$ cat config.mk
export PLATFORM = sky130hd
export DESIGN_NAME = intx_irq_unit
export DESIGN_NICKNAME = d
export VERILOG_FILES = /design/src/rtl/intx_pkg.sv /design/src/rtl/intx_rst_sync.sv /design/src/rtl/intx_pend_bank.sv /design/src/rtl/intx_err_flags.sv /design/src/rtl/intx_ctrl_regs.sv /design/src/rtl/intx_irq_unit.sv
export SDC_FILE = /design/constraint.sdc
export NUM_CORES = 1
export LEC_CHECK = 0
export BUFFER_PORTS_ARGS = -buffer_cell sky130_fd_sc_hd__buf_2
export CORE_MARGIN = 2
export CORE_UTILIZATION = 49
export CTS_BUF_LIST = sky130_fd_sc_hd__clkbuf_8 sky130_fd_sc_hd__clkbuf_16
export DETAILED_ROUTE_END_ITERATION = 8
export PLACE_DENSITY = 0.89
export SETUP_SLACK_MARGIN = 0.1
export SYNTH_ARGS = -nofsm -noshare
export SYNTH_HDL_FRONTEND = slang
export SYNTH_HIERARCHICAL = 1
export SYNTH_SLANG_ARGS = --single-unit
$ cat constraint.sdc
create_clock -name clk -period 6.37 [get_ports clk]
set_input_delay 1.5925 -clock clk [delete_from_list [all_inputs] [get_ports clk]]
set_output_delay 1.5925 -clock clk [all_outputs]
set_load 0.1 [all_outputs]
$ cat src/rtl/intx_pkg.sv
package intx_pkg;

  localparam int REG_W    = 32;
  localparam int N_LINES  = 4;
  localparam int N_ERRS   = 8;
  localparam int PEND_LSB = 28;
  localparam int ENA_LSB  = 22;
  localparam int PRIO_LSB = 8;
  localparam int PRIO_W   = 7;

  // Bit position of the enable for error event k inside the control word
  function automatic int err_en_pos(input int k);
    return (k < 6) ? (16 + k) : (20 + k);
  endfunction

  // Expand byte-lane enables into a per-bit write mask
  function automatic logic [REG_W-1:0] lane_bits(input logic [REG_W/8-1:0] be);
    logic [REG_W-1:0] m;
    for (int b = 0; b < REG_W/8; b++) begin
      m[b*8 +: 8] = {8{be[b]}};
    end
    return m;
  endfunction

endpackage

$ cat src/rtl/intx_rst_sync.sv
module intx_rst_sync #(
  parameter int STAGES = 2
) (
  input  logic clk,
  input  logic rst_n,
  output logic rst_n_sync
);
  logic [STAGES-1:0] chain_q;
  logic [STAGES-1:0] chain_d;

  always_comb begin
    chain_d = {chain_q[STAGES-2:0], 1'b1};
  end

  always_ff @(posedge clk or negedge rst_n) begin
    if (!rst_n) chain_q <= '0;
    else        chain_q <= chain_d;
  end

  assign rst_n_sync = chain_q[STAGES-1];
endmodule

$ cat src/rtl/intx_pend_bank.sv
module intx_pend_bank #(
  parameter int N = 4
) (
  input  logic         clk,
  input  logic         rst_n,
  input  logic [N-1:0] lvl,
  input  logic [N-1:0] ack,
  output logic [N-1:0] pend
);
  for (genvar i = 0; i < N; i++) begin : g_line
    logic pend_d;
    logic pend_q;

    always_comb begin
      pend_d = lvl[i] | (pend_q & ~ack[i]);
    end

    always_ff @(posedge clk or negedge rst_n) begin
      if (!rst_n) pend_q <= 1'b0;
      else        pend_q <= pend_d;
    end

    assign pend[i] = pend_q;

    AST_LINE_CAPTURE: assert property (@(posedge clk) disable iff (!rst_n)
      lvl[i] |=> pend[i]);
    AST_NO_SPURIOUS: assert property (@(posedge clk) disable iff (!rst_n)
      (!lvl[i] && !pend[i]) |=> !pend[i]);
    AST_ACK_DROPS: assert property (@(posedge clk) disable iff (!rst_n)
      (ack[i] && !lvl[i]) |=> !pend[i]);
    AST_LEVEL_HOLDS: assert property (@(posedge clk) disable iff (!rst_n)
      (ack[i] && lvl[i]) |=> pend[i]);
  end
endmodule

$ cat src/rtl/intx_err_flags.sv
module intx_err_flags #(
  parameter int N = 8
) (
  input  logic         clk,
  input  logic         rst_n,
  input  logic [N-1:0] evt,
  input  logic [N-1:0] clr,
  output logic [N-1:0] flag
);
  logic [N-1:0] flag_d;
  logic [N-1:0] flag_q;

  always_comb begin
    flag_d = evt | (flag_q & ~clr);
  end

  always_ff @(posedge clk or negedge rst_n) begin
    if (!rst_n) flag_q <= '0;
    else        flag_q <= flag_d;
  end

  assign flag = flag_q;

  for (genvar k = 0; k < N; k++) begin : g_chk
    AST_EVT_STICKS: assert property (@(posedge clk) disable iff (!rst_n)
      evt[k] |=> flag[k]);
    AST_FLAG_CLEARS: assert property (@(posedge clk) disable iff (!rst_n)
      (clr[k] && !evt[k]) |=> !flag[k]);
  end
endmodule

$ cat src/rtl/intx_ctrl_regs.sv
module intx_ctrl_regs
  import intx_pkg::*;
(
  input  logic               clk,
  input  logic               rst_n,
  input  logic               wr_en,
  input  logic [REG_W-1:0]   wdata,
  input  logic [REG_W-1:0]   wbits,
  output logic [N_LINES-1:0] line_ena,
  output logic [N_ERRS-1:0]  err_ena,
  output logic [PRIO_W-1:0]  prio
);
  logic [N_LINES-1:0] ena_q, ena_d;
  logic [N_ERRS-1:0]  een_q, een_d;
  logic [PRIO_W-1:0]  prio_q, prio_d;

  always_comb begin
    ena_d  = ena_q;
    een_d  = een_q;
    prio_d = prio_q;
    if (wr_en) begin
      for (int i = 0; i < N_LINES; i++) begin
        if (wbits[ENA_LSB+i]) ena_d[i] = wdata[ENA_LSB+i];
      end
      for (int k = 0; k < N_ERRS; k++) begin
        if (wbits[err_en_pos(k)]) een_d[k] = wdata[err_en_pos(k)];
      end
      for (int p = 0; p < PRIO_W; p++) begin
        if (wbits[PRIO_LSB+p]) prio_d[p] = wdata[PRIO_LSB+p];
      end
    end
  end

  always_ff @(posedge clk or negedge rst_n) begin
    if (!rst_n) begin
      ena_q  <= '0;
      een_q  <= '0;
      prio_q <= '0;
    end else if (wr_en) begin
      ena_q  <= ena_d;
      een_q  <= een_d;
      prio_q <= prio_d;
    end
  end

  assign line_ena = ena_q;
  assign err_ena  = een_q;
  assign prio     = prio_q;

  AST_CTRL_HOLD: assert property (@(posedge clk) disable iff (!rst_n)
    !wr_en |=> ($stable(line_ena) && $stable(err_ena) && $stable(prio)));
endmodule

$ cat src/rtl/intx_irq_unit.sv
module intx_irq_unit
  import intx_pkg::*;
#(
  parameter int               ADDR_W   = 8,
  parameter logic [ADDR_W-1:0] CTRL_OFS = 8'h4C,
  parameter logic [ADDR_W-1:0] FLAG_OFS = 8'h60
) (
  input  logic              clk,
  input  logic              rst_n,
  input  logic [3:0]        intx_lvl,
  input  logic [7:0]        err_evt,
  input  logic [ADDR_W-1:0] reg_addr,
  input  logic              reg_wr,
  input  logic [3:0]        reg_be,
  input  logic [31:0]       reg_wdata,
  output logic [31:0]       reg_rdata,
  output logic              irq_out
);
  logic                rst_n_s;
  logic [REG_W-1:0]    wbits;
  logic                ctrl_wr;
  logic                flag_wr;
  logic [N_LINES-1:0]  ack;
  logic [N_ERRS-1:0]   fclr;
  logic [N_LINES-1:0]  pend;
  logic [N_LINES-1:0]  line_ena;
  logic [N_ERRS-1:0]   flag;
  logic [N_ERRS-1:0]   err_ena;
  logic [PRIO_W-1:0]   prio;
  logic [REG_W-1:0]    ctrl_word;
  logic                irq_d;
  logic                irq_q;

  intx_rst_sync #(.STAGES(2)) u_rst (
    .clk        (clk),
    .rst_n      (rst_n),
    .rst_n_sync (rst_n_s)
  );

  always_comb begin
    wbits   = lane_bits(reg_be);
    ctrl_wr = reg_wr && (reg_addr == CTRL_OFS);
    flag_wr = reg_wr && (reg_addr == FLAG_OFS);
    ack     = ctrl_wr ? (reg_wdata[PEND_LSB +: N_LINES] & wbits[PEND_LSB +: N_LINES]) : '0;
    fclr    = flag_wr ? (reg_wdata[N_ERRS-1:0] & wbits[N_ERRS-1:0]) : '0;
  end

  intx_pend_bank #(.N(N_LINES)) u_pend (
    .clk   (clk),
    .rst_n (rst_n_s),
    .lvl   (intx_lvl),
    .ack   (ack),
    .pend  (pend)
  );

  intx_err_flags #(.N(N_ERRS)) u_flags (
    .clk   (clk),
    .rst_n (rst_n_s),
    .evt   (err_evt),
    .clr   (fclr),
    .flag  (flag)
  );

  intx_ctrl_regs u_ctrl (
    .clk      (clk),
    .rst_n    (rst_n_s),
    .wr_en    (ctrl_wr),
    .wdata    (reg_wdata),
    .wbits    (wbits),
    .line_ena (line_ena),
    .err_ena  (err_ena),
    .prio     (prio)
  );

  always_comb begin
    ctrl_word = '0;
    ctrl_word[PEND_LSB +: N_LINES] = pend;
    ctrl_word[ENA_LSB  +: N_LINES] = line_ena;
    for (int k = 0; k < N_ERRS; k++) begin
      ctrl_word[err_en_pos(k)] = err_ena[k];
    end
    ctrl_word[PRIO_LSB +: PRIO_W] = prio;
  end

  always_comb begin
    if (reg_addr == CTRL_OFS)      reg_rdata = ctrl_word;
    else if (reg_addr == FLAG_OFS) reg_rdata = {{(REG_W-N_ERRS){1'b0}}, flag};
    else                           reg_rdata = '0;
  end

  always_comb begin
    irq_d = (|(pend & line_ena)) | (|(flag & err_ena));
  end

  always_ff @(posedge clk or negedge rst_n_s) begin
    if (!rst_n_s) irq_q <= 1'b0;
    else          irq_q <= irq_d;
  end

  assign irq_out = irq_q;

  AST_IRQ_LINE: assert property (@(posedge clk) disable iff (!rst_n_s)
    (|(pend & line_ena)) |=> irq_out);
  AST_IRQ_ERR: assert property (@(posedge clk) disable iff (!rst_n_s)
    (|(flag & err_ena)) |=> irq_out);
  AST_IRQ_QUIET: assert property (@(posedge clk) disable iff (!rst_n_s)
    (!(|(pend & line_ena)) && !(|(flag & err_ena))) |=> !irq_out);
endmodule

## Word level (Yosys, flattened, before mapping)

Index checks and enable logic that the tools add are counted.

- Mux-type cells: 4
- Equality and inequality tests: 2
- Reductions and logical operators: 7
- Bitwise logic cells: 20

Operators with widths:

| kind | count |
|---|---|
| 2-to-1 mux 32 bit | 1 |
| bitwise AND 8 bit | 3 |
| equality test 8 x 7 -> 1 bit, second input constant | 2 |
| 2-to-1 mux 8 bit | 2 |
| bitwise AND 4 bit | 2 |
| NOT 8 bit | 1 |
| bitwise OR 8 bit | 1 |
| OR reduction 8 bit | 1 |
| AND reduction 2 bit | 3 |
| bitwise OR 1 bit | 5 |
| bitwise AND 1 bit | 4 |
| 2-to-1 mux 4 bit | 1 |
| NOT 1 bit | 4 |
| OR reduction 4 bit | 1 |
| logical AND 1 bit | 2 |

- Word-level logic and storage cells: 45
- Bits in registers: 34

## Longest topological paths before layout

- Depth after elaboration: 6
- Mapped depth: 7
- Depth with buffers taken out: 5

## Modules after synthesis

The synthesis kept the hierarchy.

By module, submodules not included:

| module | cells each | seq. area each (um2) | area each (um2) | times used |
|---|---|---|---|---|
| intx_ctrl_regs | 59 | 475.5 | 829.5 | 1 |
| intx_irq_unit | 64 | 25.0 | 496.7 | 1 |
| intx_err_flags | 24 | 200.2 | 290.3 | 1 |
| intx_pend_bank | 16 | 100.1 | 175.2 | 1 |
| intx_rst_sync | 3 | 50.0 | 53.8 | 1 |

## Worst setup path before layout

Ideal clock, no wire load.

- Kind: input-to-output
- From: input port reg_addr[7]
- To: output port reg_rdata[11]
- Required time: 4.777 ns
- Arrival: 3.456 ns
- Stages: 4
- Path slack: 1.322 ns
- Cell sequence: or4b_4 nor4_4 buf_6 and2_1

- Cells in the longest elaborated chain, start to end: 2

Ends and longest elaborated chain:

| element | RTL line | RTL |
|---|---|---|
| start, declared | intx_irq_unit.sv:12 | `input logic [ADDR_W-1:0] reg_addr,` |
| equality test 8 x 7 -> 1 bit | intx_irq_unit.sv:86 | `if (reg_addr == CTRL_OFS) reg_rdata = ctrl_word;` |
| 2-to-1 mux 32 bit | intx_irq_unit.sv:86 |  |
| end, declared | intx_irq_unit.sv:16 | `output logic [31:0] reg_rdata,` |

No other way between the ends.

## Worst setup path in the final report

- From: input port reg_addr[7]
- To: output port reg_rdata[4]

- Cells in the longest elaborated chain, start to end: 3
- Elaborated cells between the ends (all ways): 4
- Those cells by class: eq/ne (2); mux (2)

Ends and longest elaborated chain:

| element | RTL line | RTL |
|---|---|---|
| equality test 8 x 7 -> 1 bit | intx_irq_unit.sv:87 | `else if (reg_addr == FLAG_OFS) reg_rdata = {{(REG_W-N_ERRS){1'b0}}, flag};` |
| 2-to-1 mux 8 bit | intx_irq_unit.sv:87 |  |
| 2-to-1 mux 32 bit (*) | intx_irq_unit.sv:86 |  |

Mark *: on every way between the ends. The rest lies on a longest branch, timed or not.

==> insert_results.sql <==
INSERT INTO impl_metrics (metric_group, metric, value, unit) VALUES
('synthesis', 'synth_largest_type_area_fraction', '46.1', '%'),
('timing', 'rsz_0062_raised_after_global_routing', 'no', ''),
('routing', 'route.antenna.remaining_nets', '0', ''),
('critical_path', 'worst_path_dominant_cell_family', 'simple AND/OR/NAND/NOR gates', ''),
('placement', 'globalplace.congestion', '0.746', ''),
('routing', 'drt_iter0_drc', '52', ''),
('global_route', 'grt_use_total', '19.5', '%'),
('critical_path', 'crit_type', 'in -> out', ''),
('synthesis', 'synth_commonest_cells', '34 x sky130_fd_sc_hd__dfrtp_1, 20 x sky130_fd_sc_hd__and2_1, 20 x sky130_fd_sc_hd__nand2_1, 13 x sky130_fd_sc_hd__and2_2', ''),
('critical_path', 'crit_fanout', '16', ''),
('timing', 'setup_viol', '0', ''),
('floorplanning', 'placement_rows', '22', ''),
('synthesis', 'synth-seq-area-share', '46.1', '%'),
('global_route', 'grt_pass1_wl', '6.23', 'mm'),
('critical_path', 'cpPeakStageDelay', '0.56', 'ns'),
('timing', 'slew-limit-headroom', '58.9', '%'),
('synthesis', 'synth_cell_type_count', '22', ''),
('routing', 'totalWireLength', '3.95', 'mm'),
('timing', 'finalHoldWorstSlack', '0.256', 'ns'),
('placement', 'io_buffers', '89', ''),
('synthesis', 'yosys_most_used_dff', 'sky130_fd_sc_hd__dfrtp_1', ''),
('power_and_ir_drop', 'power_per_cell_area', '184', 'mW/mm^2'),
('synthesis', 'synthMostInstantiatedCell', 'sky130_fd_sc_hd__dfrtp_1', ''),
('cts', 'post_cts_resized', '0', ''),
('floorplanning', 'effective_utilization_at_floorplan', '50.8', '%'),
('timing', 'report.final.hold_viol_count', '0', ''),
('critical_path', 'crit_slowest_cell', 'sky130_fd_sc_hd__or4b_4', ''),
('cts', 'cts.path.max_buffers', '2', ''),
('routing', 'remaining_drcs', '0', ''),
('timing', 'time_the_worst_path_needs_with_i_o_delays_and_setup', '5.04', 'ns'),
('power_and_ir_drop', 'vdd_drop_max', '0.144', 'mV'),
('critical_path', 'path_buf_inv', '2', ''),
('status', 'status', 'finished, final reports clean', ''),
('finish', 'num-nets-final', '313', ''),
('critical_path', 'path_cells', 'buf_2 > or4b_4 > nor4_4 > and2_1 > buf_2', ''),
('finish', 'layout-area-overhead-vs-synth', '27.9', '%'),
('global_route', 'grt_pass1_vias', '1386', ''),
('synthesis', 'synth_enable_flop_cells', '0', ''),
('floorplanning', 'dieArea', '0.00427', 'mm^2'),
('critical_path', 'worstPathRequired', '4.78', 'ns'),
('cts', 'cts_max_level', '2', ''),
('critical_path', 'critPathCaptureType', 'output port', ''),
('synthesis', 'synth_nets', '225', ''),
('routing', 'dr.pass1.iters', '4', ''),
('placement', 'detailed_place_hpwl', '2.99', 'mm'),
('finish', 'final_cells', '303', ''),
('cts', 'tritoncts', 'done', ''),
('min_path', 'worst_hold_path_type', 'reg -> async', ''),
('cts', 'worst_skew_pair_latency', '0.28', 'ns'),
('cts', 'clock_sink_count', '34', ''),
('floorplanning', 'chipHeight', '65.4', 'um'),
('synthesis', 'synth.cell_area', '0.00185', 'mm^2'),
('timing', 'report.final.slew_viol_count', '0', ''),
('finish', 'n_fill_cell', '322', ''),
('finish', 'insertedDiodeCount', '0', ''),
('cts', 'cts_hold_buf', '0', ''),
('cts', 'tritoncts.num_buffers', '5', ''),
('critical_path', 'critical_path.most_common_cell', 'sky130_fd_sc_hd__buf_2', ''),
('routing', 'viasPerCell', '4.90', ''),
('critical_path', 'arrival', '3.44', 'ns'),
('floorplanning', 'die_w', '65.4', 'um'),
('placement', 'dp.cells', '295', ''),
('floorplanning', 'io_pins', '92', ''),
('critical_path', 'crit_path_start_kind', 'primary input', ''),
('synthesis', 'yosys_register_bits', '34', ''),
('timing', 'worst_slew_pin_slew', '0.612', 'ns'),
('synthesis', 'ys_top_cells_by_area', 'sky130_fd_sc_hd__dfrtp_1 46%, sky130_fd_sc_hd__mux2_4 8.1%, sky130_fd_sc_hd__and2_1 6.8%', ''),
('synthesis', 'syn_avg_cell_area', '11.1', 'um^2'),
('synthesis', 'yosys_warnings', '6', ''),
('global_route', 'gr-total-overflow', '0', ''),
('timing', 'fmax', '0.199', 'GHz');
worst paths after layout:
check	startpoint	endpoint	slack, ns	cells after the start
setup / recovery	reg_addr[7]	reg_rdata[4]	1.33	5
hold reg to reg	u_rst/chain_q[1]	u_pend/g_line[0].pend_q	0.26	1
hold / removal	u_rst/chain_q[1]	u_pend/g_line[0].pend_q	0.26	1
max in group asynchronous	rst_n	u_rst/chain_q[0]	5.20	1
setup reg to reg	u_flags/flag[3]	irq_out	5.27	3
min in group clk	u_rst/chain_q[0]	u_rst/chain_q[1]	0.36	0
registers in the layout, indices dropped and copies added (netlist names):
register and count:
irq_out 1, u_pend/g_line.pend_q 4, u_ctrl/prio 7, u_ctrl/err_ena 8
u_flags/flag 8, u_rst/chain_q 2, u_ctrl/line_ena 4
cells in the final DEF (no fill, tap or decap):
master | netlist | final
sky130_fd_sc_hd__nand2_1 | 20 | 20
sky130_fd_sc_hd__or4b_4 | 1 | 1
sky130_fd_sc_hd__nand2b_1 | 1 | 1
sky130_fd_sc_hd__dfrtp_1 | 34 | 34
sky130_fd_sc_hd__a21o_1 | 12 | 12
sky130_fd_sc_hd__and3_1 | 8 | 8
sky130_fd_sc_hd__nand3_1 | 1 | 1
sky130_fd_sc_hd__and3_2 | 4 | 4
sky130_fd_sc_hd__buf_2 | 0 | 89
sky130_fd_sc_hd__buf_4 | 5 | 2
sky130_fd_sc_hd__a221oi_1 | 3 | 3
sky130_fd_sc_hd__mux2_4 | 10 | 10
sky130_fd_sc_hd__a22o_1 | 3 | 3
sky130_fd_sc_hd__and2_1 | 20 | 20
sky130_fd_sc_hd__clkinv_2 | 0 | 1
sky130_fd_sc_hd__and2_2 | 13 | 13
sky130_fd_sc_hd__mux2_2 | 9 | 9
sky130_fd_sc_hd__and2_0 | 1 | 1
sky130_fd_sc_hd__nor4_4 | 2 | 2
sky130_fd_sc_hd__clkbuf_8 | 0 | 6
sky130_fd_sc_hd__conb_1 | 2 | 2
sky130_fd_sc_hd__inv_1 | 12 | 13
cell families (layout without fill, tap and decap cells):
group | count (synthesis) | count (layout) | share of synthesized area, %
AOI/OAI and AO/OA | 18 | 18 | 7.73
muxes | 19 | 19 | 13.6
buffers and inverters | 22 | 111 | 7.66
other | 2 | 2 | 0.407
DFF | 34 | 34 | 46.1
and+or+nand+nor | 71 | 71 | 24.5
worst register-to-register path: stages, from the launching register on:
cell and delay, ns:
sky130_fd_sc_hd__dfrtp_1 0.40, sky130_fd_sc_hd__a22o_1 0.25, sky130_fd_sc_hd__a221oi_1 0.23, sky130_fd_sc_hd__nand3_1 0.11
per-layer routing:
metal / track usage, % / up-vias / routed length, um
met4: 8.59 / 0 / 59
met2: 32.9 / 62 / 1930
met3: 3.42 / 6 / 211
met1: 24.5 / 695 / 1740
met5: 0 / - / 0
li1: - / 723 / -
area by class of cell:
cell class / count / area [um^2] / area share, %
flip-flops and latches: 34 / 851 / 36.0
well taps: 48 / 60.1 / 2.54
clock buffers: 6 / 82.6 / 3.50
repair buffers: 91 / 460 / 19.5
multi-input cells: 110 / 853 / 36.1
clock inverters: 2 / 8.76 / 0.371
inverters: 12 / 45.0 / 1.91
metrics by stage:
step                setup WS (ns)  util [%]  total power, mW  instance area [um^2]
finish                       1.33      65.0            0.435                  2360
global placement             1.34      62.5            0.280                  2270
floorplan                    1.32         -            0.257                  1850
CTS                          1.32      65.0            0.440                  2360
detailed placement           1.32      62.5            0.282                  2270
global route                 1.17      65.0            0.453                  2360
where the power goes:
group | internal [mW] | switching [mW] | leakage [nW] | total, mW
registers | 0.221 | 0.00263 | 0.405 | 0.224
logic | 0.0207 | 0.0322 | 0.813 | 0.0529
clock network | 0.0854 | 0.0723 | 0.0524 | 0.158
Note: power is estimated with default switching activity, not from simulation.
